[src/rtl/vli_pkg.sv]
`timescale 1ns/1ps
package vli_pkg;

   typedef enum logic [1:0] {
      INS_NONE  = 2'd0,
      INS_BYTE  = 2'd1,
      INS_DWORD = 2'd2,
      INS_QWORD = 2'd3
   } ins_kind_e;

   localparam logic [7:0] OPC_ESC0 = 8'h0F;
   localparam logic [7:0] OPC_ESC1 = 8'h3A;
   localparam logic [7:0] OPC_BYTE = 8'h20;
   localparam logic [7:0] OPC_WIDE = 8'h22;

   typedef struct packed {
      ins_kind_e kind;
      logic      ud;
      logic      nm;
   } dec_t;

endpackage

[src/rtl/vli_decode.sv]
`timescale 1ns/1ps
module vli_decode
   import vli_pkg::*;
(
   input  logic       pfx_66,
   input  logic [7:0] opc_esc0,
   input  logic [7:0] opc_esc1,
   input  logic [7:0] opc_main,
   input  logic       rex_w,
   input  logic       pfx_lock,
   input  logic       pfx_f2,
   input  logic       pfx_f3,
   input  logic       long_mode,
   input  logic       cr_em,
   input  logic       cr_ts,
   input  logic       cr_osfxsr,
   input  logic       feat_en,
   output dec_t       dec
);

   logic      esc_ok;
   ins_kind_e kind;
   logic      env_bad;
   logic      mode_bad;

   assign esc_ok = pfx_66 && (opc_esc0 == OPC_ESC0) && (opc_esc1 == OPC_ESC1);

   always_comb begin
      kind = INS_NONE;
      if (esc_ok && (opc_main == OPC_BYTE)) begin
         kind = INS_BYTE;
      end else if (esc_ok && (opc_main == OPC_WIDE)) begin
         kind = rex_w ? INS_QWORD : INS_DWORD;
      end
   end

   // Environment and prefix conditions that forbid execution
   assign env_bad  = cr_em || !cr_osfxsr || !feat_en || pfx_lock || pfx_f2 || pfx_f3;
   assign mode_bad = (kind == INS_QWORD) && !long_mode;

   always_comb begin
      dec.kind = kind;
      dec.ud   = (kind == INS_NONE) || mode_bad || env_bad;
      dec.nm   = cr_ts && !dec.ud;
   end

endmodule

[src/rtl/vli_lane_merge.sv]
`timescale 1ns/1ps
module vli_lane_merge
   import vli_pkg::*;
#(
   parameter int VEC_W = 128,
   parameter int GPR_W = 64
)(
   input  ins_kind_e        kind,
   input  logic [7:0]       imm8,
   input  logic [GPR_W-1:0] src,
   input  logic [VEC_W-1:0] dst,
   output logic [VEC_W-1:0] res
);

   localparam int NBYTES = VEC_W / 8;
   localparam int DBYTES = 4;
   localparam int QBYTES = GPR_W / 8;
   localparam int BSEL_W = $clog2(NBYTES);
   localparam int DSEL_W = $clog2(VEC_W / 32);
   localparam int QSEL_W = $clog2(VEC_W / GPR_W);

   logic [BSEL_W-1:0] bsel;
   logic [DSEL_W-1:0] dsel;
   logic [QSEL_W-1:0] qsel;
   logic              unused_imm;

   assign bsel       = imm8[BSEL_W-1:0];
   assign dsel       = imm8[DSEL_W-1:0];
   assign qsel       = imm8[QSEL_W-1:0];
   assign unused_imm = ^imm8[7:BSEL_W];

   // Each destination byte chooses between its old value and a source byte
   for (genvar b = 0; b < NBYTES; b++) begin : g_byte
      localparam logic [BSEL_W-1:0] B_LANE = BSEL_W'(b);
      localparam logic [DSEL_W-1:0] D_LANE = DSEL_W'(b / DBYTES);
      localparam logic [QSEL_W-1:0] Q_LANE = QSEL_W'(b / QBYTES);
      localparam int D_OFS = (b % DBYTES) * 8;
      localparam int Q_OFS = (b % QBYTES) * 8;

      logic       hit;
      logic [7:0] ins;

      always_comb begin
         case (kind)
            INS_BYTE: begin
               hit = (bsel == B_LANE);
               ins = src[7:0];
            end
            INS_DWORD: begin
               hit = (dsel == D_LANE);
               ins = src[D_OFS +: 8];
            end
            INS_QWORD: begin
               hit = (qsel == Q_LANE);
               ins = src[Q_OFS +: 8];
            end
            default: begin
               hit = 1'b0;
               ins = 8'h00;
            end
         endcase
      end

      assign res[b*8 +: 8] = hit ? ins : dst[b*8 +: 8];
   end

endmodule

[src/rtl/vec_lane_insert.sv]
`timescale 1ns/1ps
module vec_lane_insert
   import vli_pkg::*;
#(
   parameter int VEC_W = 128,
   parameter int GPR_W = 64,
   parameter int RIDX_W = 4
)(
   input  logic              clk,
   input  logic              rst_n,
   input  logic              in_valid,
   input  logic              pfx_66,
   input  logic [7:0]        opc_esc0,
   input  logic [7:0]        opc_esc1,
   input  logic [7:0]        opc_main,
   input  logic              rex_w,
   input  logic              rex_r,
   input  logic              pfx_lock,
   input  logic              pfx_f2,
   input  logic              pfx_f3,
   input  logic [RIDX_W-2:0] modrm_reg,
   input  logic [7:0]        imm8,
   input  logic [GPR_W-1:0]  gpr_src,
   input  logic [VEC_W-1:0]  vec_dst,
   input  logic              long_mode,
   input  logic              cr_em,
   input  logic              cr_ts,
   input  logic              cr_osfxsr,
   input  logic              feat_en,
   output logic              out_valid,
   output logic [VEC_W-1:0]  out_result,
   output logic              out_wen,
   output logic [RIDX_W-1:0] out_reg_idx,
   output logic              out_ud,
   output logic              out_nm
);

   // Elaboration-time parameter checks
   if (GPR_W < 32 || (GPR_W & (GPR_W - 1)) != 0) begin : g_bad_gpr
      $error("GPR_W must be a power of two of at least 32");
   end
   if (VEC_W < 2 * GPR_W || VEC_W > 1024 || (VEC_W & (VEC_W - 1)) != 0) begin : g_bad_vec
      $error("VEC_W must be a power of two between 2*GPR_W and 1024");
   end
   if (RIDX_W < 2) begin : g_bad_ridx
      $error("RIDX_W must be at least 2");
   end

   dec_t             dec;
   logic [VEC_W-1:0] merged;
   logic             fault;

   vli_decode u_decode (
      .pfx_66    (pfx_66),
      .opc_esc0  (opc_esc0),
      .opc_esc1  (opc_esc1),
      .opc_main  (opc_main),
      .rex_w     (rex_w),
      .pfx_lock  (pfx_lock),
      .pfx_f2    (pfx_f2),
      .pfx_f3    (pfx_f3),
      .long_mode (long_mode),
      .cr_em     (cr_em),
      .cr_ts     (cr_ts),
      .cr_osfxsr (cr_osfxsr),
      .feat_en   (feat_en),
      .dec       (dec)
   );

   vli_lane_merge #(
      .VEC_W (VEC_W),
      .GPR_W (GPR_W)
   ) u_merge (
      .kind (dec.kind),
      .imm8 (imm8),
      .src  (gpr_src),
      .dst  (vec_dst),
      .res  (merged)
   );

   assign fault = dec.ud || dec.nm;

   always_ff @(posedge clk or negedge rst_n) begin
      if (!rst_n) begin
         out_valid   <= 1'b0;
         out_wen     <= 1'b0;
         out_ud      <= 1'b0;
         out_nm      <= 1'b0;
         out_result  <= '0;
         out_reg_idx <= '0;
      end else begin
         out_valid <= in_valid;
         out_wen   <= in_valid && !fault;
         out_ud    <= in_valid && dec.ud;
         out_nm    <= in_valid && dec.nm;
         if (in_valid) begin
            out_reg_idx <= {rex_r, modrm_reg};
            out_result  <= fault ? vec_dst : merged;
         end
      end
   end

endmodule

[config.mk]
export PLATFORM = sky130hd
export DESIGN_NAME = vec_lane_insert
export DESIGN_NICKNAME = d
export VERILOG_FILES = /design/src/rtl/vli_pkg.sv /design/src/rtl/vli_decode.sv /design/src/rtl/vli_lane_merge.sv /design/src/rtl/vec_lane_insert.sv
export SDC_FILE = /design/constraint.sdc
export NUM_CORES = 1
export LEC_CHECK = 0
export ABC_AREA = 1
export BUFFER_PORTS_ARGS = -buffer_cell sky130_fd_sc_hd__buf_2
export CORE_UTILIZATION = 28
export CTS_BUF_LIST = sky130_fd_sc_hd__clkbuf_8 sky130_fd_sc_hd__clkbuf_16
export DETAILED_ROUTE_END_ITERATION = 10
export GPL_ROUTABILITY_DRIVEN = 0
export SKIP_CTS_REPAIR_TIMING = 1
export SYNTH_ARGS = -nofsm -noshare
export SYNTH_HDL_FRONTEND = slang
export SYNTH_SLANG_ARGS = --single-unit
[constraint.sdc]
create_clock -name clk -period 1.3 [get_ports clk]
set_input_delay 0.065 -clock clk [delete_from_list [all_inputs] [get_ports clk]]
set_output_delay 0.065 -clock clk [all_outputs]
set_load 0.02 [all_outputs]
==> results.ini <==
[run_status]
status=complete, but fails checks
violations=negative hold slack, negative setup slack

[yosys]
syn_area_per_cell_um2=6.741
synth_seq_cells=136
ys_seq_area_share_pct=42.75
synthesis.area_um2=7961
postSynthNetCount=1427
synth_cells=1181
ys_warn_count=0
synth_cell_types=29

[worst_setup_path]
crit_type=in2reg
endpoint=out_result[10]
reg2reg_depth=2
cp_top_family=simple AND/OR/NAND/NOR gates
r2r-start=out_result[100]
reg2reg_to=out_result[100]
cp_data_arrival_time_ns=2.45
critPathMaxStageDelay_ns=0.28
rrSetupSlack_ns=0.65
crit_start=opc_esc0[5]
path_buf_inv=5
start_kind=input pin
cpMaxStageDelayCell=nor3_4
crit_cells=18
crit_path_end_kind=flip-flop
required_ns=1.62
critPathMaxFanout=8
worstPathCellList=buf_2 > inv_2 > nand4_1 > nor2_2 > nand4_1 > nor3_4 > inv_2 > ha_4 > nor2_4 > nand2_4 > nor2_8 > nand4_4 > buf_6 > nor2_4 > clkbuf_16 > nand3_2 > nand2_1 > nand2_1

[timing]
maxSlewHeadroom_pct=69.76
whs_ns=-0.06014
setup_violations=131
min_period_ns=2.129
fin_skew_ns=0
finalHoldViolCount=33
rsz0062_at_grt=yes
worst_pin_slew_ns=0.4535
finalCritPeriodShare_pct=163.8
timing.final.ws_setup_ns=-0.8295
slew_viol_final=0
max_freq_mhz=469.6

[cts]
path_clk_slew_ns=0.07
cts_tree=yes
clk_latency_ns=0.43
cts_root_buf=clkbuf_16
numCtsBuffers=17
cts-htree-levels=4
clock-sinks=136
cts_buffer_depth=2

[layout]
layout_common_cells=436 x nand2_1, 368 x buf_2, 136 x dfrtp_1
drive_gt1_share_pct=40.94
area_delta_synth_final_pct=74.82
layout_commonest_cell=nand2_1
final_cells=2152
final_util_pct=49.96
num-nets-final=2004
fill_cells=2714

[global_routing]
grt_max_degree=85
grt.total_usage_pct=25.46
antenna_found_initial=6
grt_pass1_vias=9502
grt_pass1_wl_um=54860
overflow=0

[detailed_routing]
drt_iter0_drc=727
routedWlPerCell_um=18.28
wirelength_um=39350
avgViaCountPerCell=4.727
vias=10173
drc_errors=0
dr.pass1.iters=5
ant_nets=0

[floorplan]
core_um2=27860
ios=377
start_util_pct=28.58
dieArea_um2=29110
die_h_um=170.6
rows=61
die_x_um=170.6

[hold_path]
hold_class=in2reg
hold_depth=5

[placement]
place_hpwl_um=29470
placedCellCount=1996
io_buffers=372

[pwr]
p_leak_nw=7.147
p_per_area_nw_per_um2=906.8
peakVddDrop_v=0.0007348
total_power_mw=12.62

[job]
cap_violations=0

sequential cells by signal (all words and copies together) (netlist names):
name / flops
out_reg_idx: 4
out_wen: 1
out_nm: 1
out_ud: 1
out_result: 128
out_valid: 1
power breakdown:
| part | total [mW] | switching [mW] | internal, mW | leakage, nW |
|---|---|---|---|---|
| logic | 2.58 | 1.51 | 1.07 | 5.19 |
| clock network | 5.23 | 2.16 | 3.07 | 0.300 |
| registers | 4.82 | 0.217 | 4.60 | 1.66 |
| total | 12.6 | 3.89 | 8.73 | 7.15 |
worst min-delay path: cells and delay by family:
kind,cells,cell delay (ns)
buffers and inverters,2,0.11
and+or+nand+nor,3,0.16
Yosys cell counts (all sizes together):
cell      n  area, µm²
dfrtp   136       3403
nor3      6      30.03
a21oi    16      83.83
inv      98      367.9
a221oi   17      148.9
nand4    28      190.2
clkbuf   37      138.9
nand2   476       1797
a22oi     8      60.06
o211ai    7      52.55
ha        5      62.56
nor2    162      656.9
o21ai    38      193.9
buf      22      145.1
nand3   125      630.6
cells by family (layout without fill, tap and decap cells):
family | count (synthesis) | in the layout | synth area share (%)
AOI/OAI and AO/OA | 86 | 86 | 6.774
adders and majority gates | 5 | 5 | 0.7858
buffers and inverters | 157 | 747 | 8.188
DFF | 136 | 136 | 42.75
other | 0 | 3 | 0
and+or+nand+nor | 797 | 797 | 41.51
layer usage:
layer	GRT usage (%)	vias to the layer above	part of all wire, %
li1	-	4912	-
met1	31.22	4789	41
met2	43.73	405	50
met3	5.852	61	6.8
met4	8.461	6	2.5
met5	0	-	0.074
area by class of cell:
type	count	area (µm²)	share of cell area (%)
antenna	3	7.507	0.05394
clock buffer	17	425.4	3.056
clock inverter	15	188.9	1.357
inverter	98	394.1	2.832
multi-input combinational	888	4677	33.60
sequential	136	3403	24.45
tap	378	473.0	3.398
timing repair buffer	617	4349	31.25
per-stage QoR:
step,cell area [µm²],setup WS (ns),hold WS [ns],setup TNS (ns)
finish,13920,-0.8295,-0.06014,-92.52
global route,13920,-0.9894,0.001367,-115.00
CTS,12090,-0.9223,-0.4332,-99.26
detailed placement,11480,-1.369,0.02963,-157.52
global placement,11480,-1.310,0.02864,-151.21
floorplan,8308,-0.9583,-0.2306,-112.29
worst min path at each step:
stage,startpoint,slack (ns),to
after floorplan,rst_n,-0.23,out_nm
after global placement,rst_n,0.03,out_result[69]
after detailed placement,rst_n,0.03,out_result[69]
after CTS,rst_n,-0.43,out_result[69]
after global routing,vec_dst[92],0.001,out_result[92]
final,vec_dst[50],-0.06,out_result[50]
Note: power is estimated with default switching activity, not from simulation.
